## src/rtl/smc_pkg.sv

```systemverilog
package smc_pkg;
  localparam int SETUP_W = 6;
  localparam int PULSE_W = 7;
  localparam int HOLD_W  = 6;
  localparam int WAIT_W  = 4;
  localparam int FLT_W   = 4;
  localparam int CNT_W   = 8;

  typedef struct packed {
    logic               bytesel;
    logic               wide;
    logic [FLT_W-1:0]   flt;
    logic [WAIT_W-1:0]  waits;
    logic [HOLD_W-1:0]  hold;
    logic [PULSE_W-1:0] pulse;
    logic [SETUP_W-1:0] setup;
  } bank_cfg_t;

  localparam int CFG_W = $bits(bank_cfg_t);

  typedef enum logic [1:0] {
    PH_IDLE  = 2'd0,
    PH_SETUP = 2'd1,
    PH_PULSE = 2'd2,
    PH_HOLD  = 2'd3
  } phase_t;
endpackage

```

## src/rtl/smc_cfg_regs.sv

```systemverilog
module smc_cfg_regs
  import smc_pkg::*;
#(
  parameter int NBANKS = 4,
  parameter int BANK_W = 2
) (
  input  logic              clk,
  input  logic              rst_n,
  input  logic              cfg_we,
  input  logic [BANK_W-1:0] cfg_bank,
  input  logic [CFG_W-1:0]  cfg_wdata,
  input  logic [BANK_W-1:0] rd_bank,
  output bank_cfg_t         rd_cfg
);
  logic [CFG_W-1:0] regs_w [NBANKS];

  for (genvar g = 0; g < NBANKS; g++) begin : g_bank
    logic [CFG_W-1:0] word_q;
    logic             word_en;
    assign word_en = cfg_we && (cfg_bank == BANK_W'(g));
    always_ff @(posedge clk or negedge rst_n) begin
      if (!rst_n)       word_q <= '0;
      else if (word_en) word_q <= cfg_wdata;
    end
    assign regs_w[g] = word_q;
  end

  assign rd_cfg = bank_cfg_t'(regs_w[rd_bank]);
endmodule

```

## src/rtl/smc_seq.sv

```systemverilog
module smc_seq
  import smc_pkg::*;
(
  input  logic      clk,
  input  logic      rst_n,
  input  logic      start,
  input  logic      start_wr,
  input  bank_cfg_t start_cfg,
  input  logic      mem_wait,
  output phase_t    phase,
  output logic      act_wr,
  output logic      act_wide,
  output logic      act_bsel,
  output logic      ready,
  output logic      capture,
  output logic      done
);
  phase_t             ph_q, ph_d;
  logic [CNT_W-1:0]   cnt_q, cnt_d;
  bank_cfg_t          cfg_q, cfg_d;
  logic               wr_q, wr_d;
  logic [FLT_W-1:0]   flt_q, flt_d;
  logic               done_q, fin;

  function automatic logic [CNT_W-1:0] strobe_len(bank_cfg_t c);
    logic [CNT_W-1:0] base;
    base = (c.pulse == '0) ? CNT_W'(1) : CNT_W'(c.pulse);
    return base + CNT_W'(c.waits);
  endfunction

  always_comb begin
    ph_d  = ph_q;
    cnt_d = cnt_q;
    cfg_d = cfg_q;
    wr_d  = wr_q;
    flt_d = flt_q;
    fin   = 1'b0;
    unique case (ph_q)
      PH_IDLE: begin
        if (flt_q != '0) flt_d = flt_q - FLT_W'(1);
        if (start) begin
          cfg_d = start_cfg;
          wr_d  = start_wr;
          if (start_cfg.setup != '0) begin
            ph_d  = PH_SETUP;
            cnt_d = CNT_W'(start_cfg.setup) - CNT_W'(1);
          end else begin
            ph_d  = PH_PULSE;
            cnt_d = strobe_len(start_cfg) - CNT_W'(1);
          end
        end
      end
      PH_SETUP: begin
        if (cnt_q == '0) begin
          ph_d  = PH_PULSE;
          cnt_d = strobe_len(cfg_q) - CNT_W'(1);
        end else begin
          cnt_d = cnt_q - CNT_W'(1);
        end
      end
      PH_PULSE: begin
        if (cnt_q != '0) begin
          cnt_d = cnt_q - CNT_W'(1);
        end else if (!mem_wait) begin
          if (cfg_q.hold != '0) begin
            ph_d  = PH_HOLD;
            cnt_d = CNT_W'(cfg_q.hold) - CNT_W'(1);
          end else begin
            ph_d = PH_IDLE;
            fin  = 1'b1;
          end
        end
      end
      default: begin
        if (cnt_q == '0) begin
          ph_d = PH_IDLE;
          fin  = 1'b1;
        end else begin
          cnt_d = cnt_q - CNT_W'(1);
        end
      end
    endcase
    if (fin && !wr_q) flt_d = cfg_q.flt;
  end

  always_ff @(posedge clk or negedge rst_n) begin
    if (!rst_n) begin
      ph_q   <= PH_IDLE;
      cnt_q  <= '0;
      cfg_q  <= '0;
      wr_q   <= 1'b0;
      flt_q  <= '0;
      done_q <= 1'b0;
    end else begin
      ph_q   <= ph_d;
      cnt_q  <= cnt_d;
      cfg_q  <= cfg_d;
      wr_q   <= wr_d;
      flt_q  <= flt_d;
      done_q <= fin;
    end
  end

  assign phase    = ph_q;
  assign act_wr   = wr_q;
  assign act_wide = cfg_q.wide;
  assign act_bsel = cfg_q.bytesel;
  assign ready    = (ph_q == PH_IDLE) && (flt_q == '0);
  assign capture  = (ph_q == PH_PULSE) && (cnt_q == '0) && !mem_wait && !wr_q;
  assign done     = done_q;

  AST_DONE_SINGLE: assert property (@(posedge clk) disable iff (!rst_n)
    done_q |=> !done_q);
  AST_FLOAT_HOLDOFF: assert property (@(posedge clk) disable iff (!rst_n)
    (done_q && !wr_q && (cfg_q.flt != '0)) |-> !ready);
  AST_CFG_FROZEN: assert property (@(posedge clk) disable iff (!rst_n)
    ((ph_q != PH_IDLE) && ($past(ph_q) != PH_IDLE)) |-> $stable(cfg_q));
endmodule

```

## src/rtl/smc_pins.sv

```systemverilog
module smc_pins
  import smc_pkg::*;
#(
  parameter int NBANKS = 4,
  parameter int BANK_W = 2,
  parameter int DATA_W = 16,
  parameter int LANES  = 2
) (
  input  logic              clk,
  input  logic              rst_n,
  input  phase_t            phase,
  input  logic              wr,
  input  logic              wide,
  input  logic              bsel,
  input  logic [BANK_W-1:0] bank,
  input  logic [LANES-1:0]  be,
  input  logic [DATA_W-1:0] wdata,
  output logic [NBANKS-1:0] cs_n,
  output logic              we_n,
  output logic              oe_n,
  output logic [LANES-1:0]  bw_n,
  output logic [LANES-1:0]  bs_n,
  output logic [DATA_W-1:0] dq_o,
  output logic              dq_oe
);
  logic act, strobe;
  assign act    = (phase != PH_IDLE);
  assign strobe = (phase == PH_PULSE);

  for (genvar g = 0; g < NBANKS; g++) begin : g_cs
    assign cs_n[g] = ~(act && (bank == BANK_W'(g)));
  end

  for (genvar l = 0; l < LANES; l++) begin : g_lane
    assign bw_n[l] = ~(strobe && wr && wide && !bsel && be[l]);
    assign bs_n[l] = ~(act && wide && bsel && (!wr || be[l]));
  end

  assign we_n  = ~(strobe && wr && (wide ? (bsel && (|be)) : be[0]));
  assign oe_n  = ~(strobe && !wr);
  assign dq_oe = act && wr;
  assign dq_o  = wide ? wdata : {{(DATA_W-8){1'b0}}, wdata[7:0]};

  AST_STROBE_EXCL: assert property (@(posedge clk) disable iff (!rst_n)
    !oe_n |-> (we_n && (&bw_n)));
  AST_NO_CONTENTION: assert property (@(posedge clk) disable iff (!rst_n)
    !oe_n |-> !dq_oe);
endmodule

```

## src/rtl/static_mem_ctl.sv

```systemverilog
module static_mem_ctl
  import smc_pkg::*;
#(
  parameter int NBANKS = 4,
  parameter int ADDR_W = 24,
  parameter int DATA_W = 16,
  localparam int BANK_W = $clog2(NBANKS),
  localparam int LANES  = DATA_W / 8
) (
  input  logic                     clk,
  input  logic                     rst_n,
  input  logic                     cfg_we,
  input  logic [BANK_W-1:0]        cfg_bank,
  input  logic [CFG_W-1:0]         cfg_wdata,
  input  logic                     req_valid,
  output logic                     req_ready,
  input  logic                     req_write,
  input  logic [BANK_W+ADDR_W-1:0] req_addr,
  input  logic [DATA_W-1:0]        req_wdata,
  input  logic [LANES-1:0]         req_be,
  output logic                     rsp_done,
  output logic [DATA_W-1:0]        rsp_rdata,
  output logic [ADDR_W-1:0]        mem_addr,
  output logic [DATA_W-1:0]        mem_dq_o,
  output logic                     mem_dq_oe,
  input  logic [DATA_W-1:0]        mem_dq_i,
  output logic [NBANKS-1:0]        mem_cs_n,
  output logic                     mem_we_n,
  output logic                     mem_oe_n,
  output logic [LANES-1:0]         mem_bw_n,
  output logic [LANES-1:0]         mem_bs_n,
  input  logic                     mem_wait
);
  logic              start, capture, act_wr, act_wide, act_bsel;
  bank_cfg_t         sel_cfg;
  phase_t            phase;
  logic [ADDR_W-1:0] addr_q;
  logic [BANK_W-1:0] bank_q;
  logic [DATA_W-1:0] wdata_q, rdata_q, rdata_d;
  logic [LANES-1:0]  be_q;

  assign start = req_valid && req_ready;

  smc_cfg_regs #(.NBANKS(NBANKS), .BANK_W(BANK_W)) u_cfg (
    .clk, .rst_n, .cfg_we, .cfg_bank, .cfg_wdata,
    .rd_bank (req_addr[BANK_W+ADDR_W-1:ADDR_W]),
    .rd_cfg  (sel_cfg)
  );

  smc_seq u_seq (
    .clk, .rst_n, .start,
    .start_wr  (req_write),
    .start_cfg (sel_cfg),
    .mem_wait,
    .phase, .act_wr, .act_wide, .act_bsel,
    .ready     (req_ready),
    .capture,
    .done      (rsp_done)
  );

  always_ff @(posedge clk or negedge rst_n) begin
    if (!rst_n) begin
      addr_q  <= '0;
      bank_q  <= '0;
      wdata_q <= '0;
      be_q    <= '0;
    end else if (start) begin
      addr_q  <= req_addr[ADDR_W-1:0];
      bank_q  <= req_addr[BANK_W+ADDR_W-1:ADDR_W];
      wdata_q <= req_wdata;
      be_q    <= req_be;
    end
  end

  assign rdata_d = act_wide ? mem_dq_i : {{(DATA_W-8){1'b0}}, mem_dq_i[7:0]};

  always_ff @(posedge clk or negedge rst_n) begin
    if (!rst_n)       rdata_q <= '0;
    else if (capture) rdata_q <= rdata_d;
  end

  assign rsp_rdata = rdata_q;
  assign mem_addr  = addr_q;

  smc_pins #(.NBANKS(NBANKS), .BANK_W(BANK_W), .DATA_W(DATA_W), .LANES(LANES)) u_pins (
    .clk, .rst_n, .phase,
    .wr    (act_wr),
    .wide  (act_wide),
    .bsel  (act_bsel),
    .bank  (bank_q),
    .be    (be_q),
    .wdata (wdata_q),
    .cs_n  (mem_cs_n),
    .we_n  (mem_we_n),
    .oe_n  (mem_oe_n),
    .bw_n  (mem_bw_n),
    .bs_n  (mem_bs_n),
    .dq_o  (mem_dq_o),
    .dq_oe (mem_dq_oe)
  );

  AST_ONE_CS: assert property (@(posedge clk) disable iff (!rst_n)
    $onehot0(~mem_cs_n));
  AST_IDLE_QUIET: assert property (@(posedge clk) disable iff (!rst_n)
    req_ready |-> ((&mem_cs_n) && mem_we_n && mem_oe_n && !mem_dq_oe));
endmodule

```

## config.mk

```make
export PLATFORM = sky130hd
export DESIGN_NAME = static_mem_ctl
export DESIGN_NICKNAME = d
export VERILOG_FILES = /design/src/rtl/smc_pkg.sv /design/src/rtl/smc_cfg_regs.sv /design/src/rtl/smc_seq.sv /design/src/rtl/smc_pins.sv /design/src/rtl/static_mem_ctl.sv
export SDC_FILE = /design/constraint.sdc
export NUM_CORES = 1
export LEC_CHECK = 0
export ABC_CLOCK_PERIOD_IN_PS = 3300
export BUFFER_PORTS_ARGS = -buffer_cell sky130_fd_sc_hd__buf_2
export CORE_ASPECT_RATIO = 0.8
export CORE_MARGIN = 5
export CORE_UTILIZATION = 55
export DETAILED_ROUTE_END_ITERATION = 6
export GPL_ROUTABILITY_DRIVEN = 0
export GPL_TIMING_DRIVEN = 0
export PLACE_DENSITY = 0.87
export SYNTH_ARGS = -nofsm -noshare
export SYNTH_HDL_FRONTEND = slang
export SYNTH_SLANG_ARGS = --single-unit
```

## constraint.sdc

```tcl
create_clock -name clk -period 3.3 [get_ports clk]
set_input_delay 0.33 -clock clk [delete_from_list [all_inputs] [get_ports clk]]
set_output_delay 0.33 -clock clk [all_outputs]
set_load 0.005 [all_outputs]
```

==> After elaboration in Yosys (flattened, before gate mapping) <==
Index checks and enable logic that the tools add are counted.
{ "classes": {"n_lt_le_gt_ge": 1, "muxes": 32, "bitwise": 11, "reduce_logical": 53, "n_eq_ne": 15, "addsub": 8} }
{ "ops": {"columns": ["cell", "n"], "rows": [
  ["binary-select mux 29 bit (select 2 bit)", 1],
  ["two-way mux 29 bit", 2],
  ["two-way mux 8 bit", 7],
  ["two-way mux 16 bit", 2],
  ["logical AND 1 bit", 27],
  ["one-hot mux 8 bit (3 select lines)", 1],
  ["subtractor 8 x 1 -> 8 bit, second input constant", 3],
  ["adder 8 x 4 -> 8 bit", 2],
  ["zero test 7 bit", 2],
  ["two-way mux 2 bit", 7],
  ["two-way mux 7 bit", 2],
  ["subtractor 6 x 1 -> 7 bit, second input constant", 2],
  ["two-way mux 4 bit", 3],
  ["nonzero test 6 bit", 2],
  ["equality test 2 bit, second input constant", 5],
  ["NOT 1 bit", 10],
  ["zero test 8 bit", 1],
  ["nonzero test 8 bit", 1],
  ["equality test 2 x 1 -> 1 bit, second input constant", 3],
  ["zero test 2 bit", 3],
  ["!= test 2 bit, second input constant", 3],
  ["!= test 3 bit, second input constant", 2],
  ["one-hot mux 2 bit (3 select lines)", 1],
  ["nonzero test 2 bit", 3],
  ["16 further kinds", 25]
]} }
{ "word_totals": {"wordCells": 140, "output_inout_bits": 69, "register_bits": 215} }

==> Longest topological paths before layout <==
{ "depth": {"word_depth": 11, "mapped_depth": 17, "mapped_depth_nobuf": 15} }

==> Cells and area by module <==
Synthesis repeated with hierarchy kept, for this count alone.
{ "unflattened": {"cells_unflattened": 810, "hier_area_um2": 10973.0} }
{ "by_module_without_submodules": {"columns": ["mod", "cells_per_inst", "seq_area_each_um2", "area_each_um2", "instances"], "rows": [
  ["smc_cfg_regs", 283, 2902.8, 5159.9, 1],
  ["smc_seq", 347, 975.9, 3166.8, 1],
  ["static_mem_ctl", 146, 1501.4, 2424.8, 1],
  ["smc_pins", 34, 0.0, 221.5, 1]
]} }

==> Least setup slack after synthesis <==
Ideal clock, no wire load.
{ "synth_timing": {"path_type": "input -> register", "from": "input req_addr[24]", "to": "register u_seq.cnt_q[5]", "setup_slack_ps": 94, "setup_time_ps": 74, "stages": 17, "t_arrival_ps": 3132, "path_cell_list": "buf_6 buf_2 mux4_2 inv_1 a31oi_1 ha_1 inv_1 ha_1 inv_1 fa_1 nor2b_1 o21ai_0 a22oi_1 a21oi_1 a311oi_1 nor2_1 o21ai_2"} }
{ "synth_via": {"elab_chain_len": 11} }
{ "synth_rtl": {"columns": ["element", "line_no", "rtl"], "rows": [
  ["from (decl)", "static_mem_ctl.sv:18", "input logic [BANK_W+ADDR_W-1:0] req_addr,"],
  ["NOT 2 -> 3 bit (implied by the code) (*)", "smc_cfg_regs.sv:28", "assign rd_cfg = bank_cfg_t'(regs_w[rd_bank]);"],
  ["binary-select mux 29 bit (select 2 bit) (*)", "smc_cfg_regs.sv:28", null],
  ["two-way mux 29 bit (implied by the code) (*) (2 in a row)", "smc_cfg_regs.sv:28", null],
  ["zero test 7 bit", "smc_seq.sv:27", "base = (c.pulse == '0) ? CNT_W'(1) : CNT_W'(c.pulse);"],
  ["two-way mux 7 bit", "smc_seq.sv:27", null],
  ["adder 8 x 4 -> 8 bit", "smc_seq.sv:28", "return base + CNT_W'(c.waits);"],
  ["subtractor 8 x 1 -> 8 bit", "smc_seq.sv:49", "cnt_d = strobe_len(start_cfg) - CNT_W'(1);"],
  ["two-way mux 8 bit (*)", "smc_seq.sv:44", "if (start_cfg.setup != '0) begin"],
  ["two-way mux 8 bit (*)", "smc_seq.sv:41", "if (start) begin"],
  ["one-hot mux 8 bit (3 select lines) (*)", "smc_seq.sv:38", "unique case (ph_q)"],
  ["to (signal assigned)", "smc_seq.sv:96", "cnt_q <= cnt_d;"],
  ["to (decl)", "smc_seq.sv:19", "logic [CNT_W-1:0] cnt_q, cnt_d;"]
]} }
Every way passes the cells marked *; elsewhere a longest branch is shown, timed or not. The select of a mux whose other input is x is not followed.
A chain may end at the register's enable or synchronous reset.

==> Worst setup path after layout <==
{ "layout_timing": {"from": "register u_cfg.g_bank[1].word_q[8]", "to": "register u_seq.cnt_q[5]"} }
{ "layout_via": {"elab_chain_len": 10} }
{ "layout_rtl": {"columns": ["element", "line_no", "rtl"], "rows": [
  ["from (decl)", "smc_cfg_regs.sv:18", "logic [CFG_W-1:0] word_q;"],
  ["from (signal assigned)", "smc_cfg_regs.sv:23", "else if (word_en) word_q <= cfg_wdata;"],
  ["binary-select mux 29 bit (select 2 bit) (*)", "smc_cfg_regs.sv:28", null],
  ["two-way mux 29 bit (implied by the code) (*) (2 in a row)", "smc_cfg_regs.sv:28", null],
  ["zero test 7 bit", "smc_seq.sv:27", null],
  ["two-way mux 7 bit (*)", "smc_seq.sv:27", null],
  ["adder 8 x 4 -> 8 bit (*)", "smc_seq.sv:28", null],
  ["subtractor 8 x 1 -> 8 bit (*)", "smc_seq.sv:49", null],
  ["two-way mux 8 bit (*)", "smc_seq.sv:44", null],
  ["two-way mux 8 bit (*)", "smc_seq.sv:41", null],
  ["one-hot mux 8 bit (3 select lines) (*)", "smc_seq.sv:38", null]
]} }
Marked as above.

==> flow_metrics.tcl <==
set metrics [dict create \
    instances_no_fill 1402 \
    fin_nets 1253 \
    critPathBufInv 2 \
    dr.pass1.iters 5 \
    grt.overflow.total 0 \
    placed_cell_area_um2 11600 \
    yosysWarnings 0 \
    worst_setup_path_start_kind "flop" \
    synth_ff_type "dfrtp_1" \
    worstSkewPairLatency_ns 0.50 \
    worst_clock_skew_ns 0.0115 \
    end_kind "flop" \
    dp_hpwl_um 18600 \
    register_area_um2 5380 \
    multiInputGateArea_um2 4620 \
    final_hold_viol_count 0 \
    drt-initial-drc-count 707 \
    crit_path_max_incr_delay_ns 0.53 \
    syn_inst 934 \
    slowest_stage "mux4_2" \
    drv_cap 0 \
    htreeDepth 1 \
    cts.clk_slew.worst_paths_ns 0.06 \
    antenna_found_initial 1 \
    final_cell_area_um2 12400 \
    drc 0 \
    fp.coreArea_um2 18800 \
    dpl.cell_count 1358 \
    synth_nets 1059 \
    synth.avg_cell_area_um2 11.2 \
    cts.sink_count 215 \
    viasPerCell 5.59 \
    initial_core_util_pct 55.5 \
    min_from "req_addr[13]" \
    die_area_um2 21800 \
    synth.cell_area_um2 10400 \
    worst_ep_required_time_ns 3.73 \
    setup.worst_path.start "u_cfg.g_bank[1].word_q[8]$_DFFE_PN0P_" \
    fin_crit_sh_pct 96.7 \
    vias 7841 \
    cts_tree "built" \
    synth-edff-count 0 \
    n_fill_cell 1428 \
    cts_buffers 22 \
    dieHeight_um 133 \
    grt_max_degree 116 \
    io_pins 166 \
    maxSlewHeadroom_pct 44.3 \
    critical_path.reg2reg.startpoint "u_cfg.g_bank[1].word_q[8]$_DFFE_PN0P_" \
    path_delay_family "compound AO/OA/AOI/OAI gates" \
    async_flop_share_pct 100 \
    cp.arrival_ns 3.62 \
    hp-class "in2reg" \
    port_buffers 165 \
    layout-drive-gt1-share_pct 34.9 \
    num_rows 45 \
    area_delta_synth_final_pct 18.9 \
    finalSetupViolations 0 \
    rsz0062_at_grt "true" \
    root_buffer "clkbuf_16" \
    worstPathCellList "mux4_2 -> nor4_2 -> a31oi_1 -> ha_2 -> inv_2 -> ha_4 -> inv_1 -> fa_2 -> nor2b_2 -> o21ai_1 -> a22oi_1 -> a21oi_2 -> a311oi_2 -> nor2_1 -> o21ai_2" \
    antennaDiodeCount 0 \
    synth_cell_types 63 \
    ys_ff_latch 215 \
    fp.dieW_um 164 \
    finalMaxSlewViolations 0 \
    outcome "completed" \
    avgRoutedWirePerCell_um 18.4 \
    worstSetupPathType "reg2reg" \
    critical_path.max_fanout 3 \
    period_needed_ns 3.19 \
    p_leak_nw 5.91 \
    grt_pass1_wl_um 41500 \
    ant_nets 0 \
    routed_wl_um 25800 \
    yosysSeqAreaShare_pct 51.6 \
    clock_path_buffers 3 \
    fmax_ghz 0.313 \
    p_per_area_nw_per_um2 807 \
    worst_pin_slew_ns 0.835 \
    ir_worst_vdd_v 0.000352 \
    grt_pass1_vias 8067 \
    grtUsageTotal_pct 23.4 \
]
-- worst min-delay path, stage by stage --
cell and delay [ns]:
buf_2 0.07, nand2_1 0.04, nand2_1 0.04
-- routing by layer --
metal	part of all wire, %	vias up	GRT usage, %
met5	0.050	-	0
met4	1.7	2	4.70
met3	8.6	40	5.23
met2	47	305	38.4
met1	42	3897	32.3
li1	-	3597	-
-- cells by family after synthesis --
kind of cell / count (synthesis) / synth area share (%)
and+or+nand+nor: 305 / 12.7
DFF: 215 / 51.6
muxes: 155 / 20.1
AOI/OAI and AO/OA: 107 / 6.25
buffers and inverters: 106 / 4.43
adders and majority gates: 29 / 3.60
xor gates and xnor gates: 17 / 1.43
-- per-stage QoR --
stage          hold slack, ns  total power [mW]  TNS, ns  worst slack [ns]  utilization (%)
2_1_floorplan          0.0344              6.28        0            0.0944                -
4_1_cts               0.00120              9.98        0            0.0370             65.7
5_1_grt                0.0290              10.7  -0.0437           -0.0285             65.9
3_5_place_dp            0.456              7.46    -2.11            -0.688             61.8
6_report               0.0227              10.0        0             0.108             65.9
3_3_place_gp            0.450              7.27  -359.51             -1.69             61.6
-- registers in the layout (all words and copies together), names as in the netlist, 2 cells and up --
signal	cells
mem_addr	24
u_seq.cfg_q	21
rsp_rdata	16
wdata_q	16
u_seq.flt_q	4
bank_q	2
u_seq.phase	2
u_seq.cnt_q	8
be_q	2
u_cfg.g_bank.word_q	116
-- cell type report --
cell class | instances | share of cell area [%]
plain buffers | 56 | 2.24
multi-input cells | 613 | 37.2
clock inverters | 8 | 0.565
inverters | 50 | 1.51
well taps | 258 | 2.60
repair buffers | 170 | 7.22
clock buffers | 32 | 5.24
flip-flops and latches | 215 | 43.4
-- repair_timing --
item / in CTS / in global routing
setup endpoints to repair: 1 / 3
hold endpoints to repair: 114 / 0
hold buffers: 1 / 0
buffers inserted: 1 / 2
pin swaps: 1 / 6
gates resized for setup: 8 / 10
-- power breakdown --
group | total (mW) | switching (mW) | internal, mW
logic | 3.62 | 1.93 | 1.69
registers | 3.93 | 0.501 | 3.43
clock network | 2.46 | 1.02 | 1.45
-- cell usage in the layout, fill, tap and decap left out, types with 3 or more instances in the layout --
| cell type | count |
|---|---|
| nand2_1 | 221 |
| dfrtp_1 | 215 |
| buf_2 | 178 |
| mux2_2 | 120 |
| inv_1 | 48 |
| clkbuf_1 | 32 |
| mux4_2 | 27 |
| o21ai_0 | 26 |
| nor2_1 | 24 |
| a21oi_1 | 24 |
| ha_1 | 24 |
| clkbuf_16 | 23 |
| o21ai_1 | 14 |
| buf_4 | 12 |
| and2_1 | 11 |
| xor2_1 | 9 |
| xnor2_1 | 8 |
| nand3_1 | 7 |
| a31oi_1 | 6 |
| nor3_1 | 6 |
| nand2b_1 | 5 |
| a211oi_1 | 5 |
| mux2_1 | 5 |
| clkinv_2 | 5 |
| nor4_1 | 4 |
| nor3b_1 | 4 |
| o22ai_1 | 4 |
| clkbuf_8 | 4 |
| or2_2 | 3 |
| buf_1 | 3 |
| nor2b_1 | 3 |
| o21a_1 | 3 |
| a22oi_1 | 3 |
-- synthesized netlist by cell type (all sizes together), types with 3 or more instances --
| cell type | count | area (µm²) |
|---|---|---|
| nor3b | 5 | 42.5 |
| nor4 | 6 | 52.6 |
| inv | 50 | 188 |
| nor2 | 25 | 96.4 |
| nand2b | 5 | 31.3 |
| dfrtp | 215 | 5380 |
| a22oi | 3 | 22.5 |
| a31oi | 6 | 37.5 |
| buf | 28 | 169 |
| a21oi | 26 | 134 |
| xnor2 | 8 | 70.1 |
| nor2b | 4 | 25.0 |
| o21a | 3 | 22.5 |
| mux4 | 29 | 676 |
| a211oi | 5 | 37.5 |
| ha | 26 | 325 |
| or2 | 3 | 18.8 |
| nand3 | 7 | 35.0 |
| nand2 | 223 | 842 |
| clkbuf | 28 | 105 |
| o21ai | 41 | 209 |
| xor2 | 9 | 78.8 |
| o22ai | 4 | 25.0 |
| mux2 | 125 | 1410 |
| and2 | 11 | 68.8 |
| nor3 | 7 | 40.0 |
-- path summary, 6_finish.rpt --
check	slack [ns]	cells after the start	end
max in group asynchronous	1.81	3	wdata_q[2]$_DFFE_PN0P_
worst min-delay path	0.02	3	mem_addr[13]$_DFFE_PN0P_
worst max-delay path	0.11	15	u_seq.cnt_q[5]$_DFFE_PN0P_
worst max register to register	0.11	15	u_seq.cnt_q[5]$_DFFE_PN0P_
min in group asynchronous	0.50	2	u_cfg.g_bank[0].word_q[17]$_DFFE_PN0P_
worst min register to register	0.47	2	mem_addr[22]$_DFFE_PN0P_
Power figures use the tool's default switching activity.
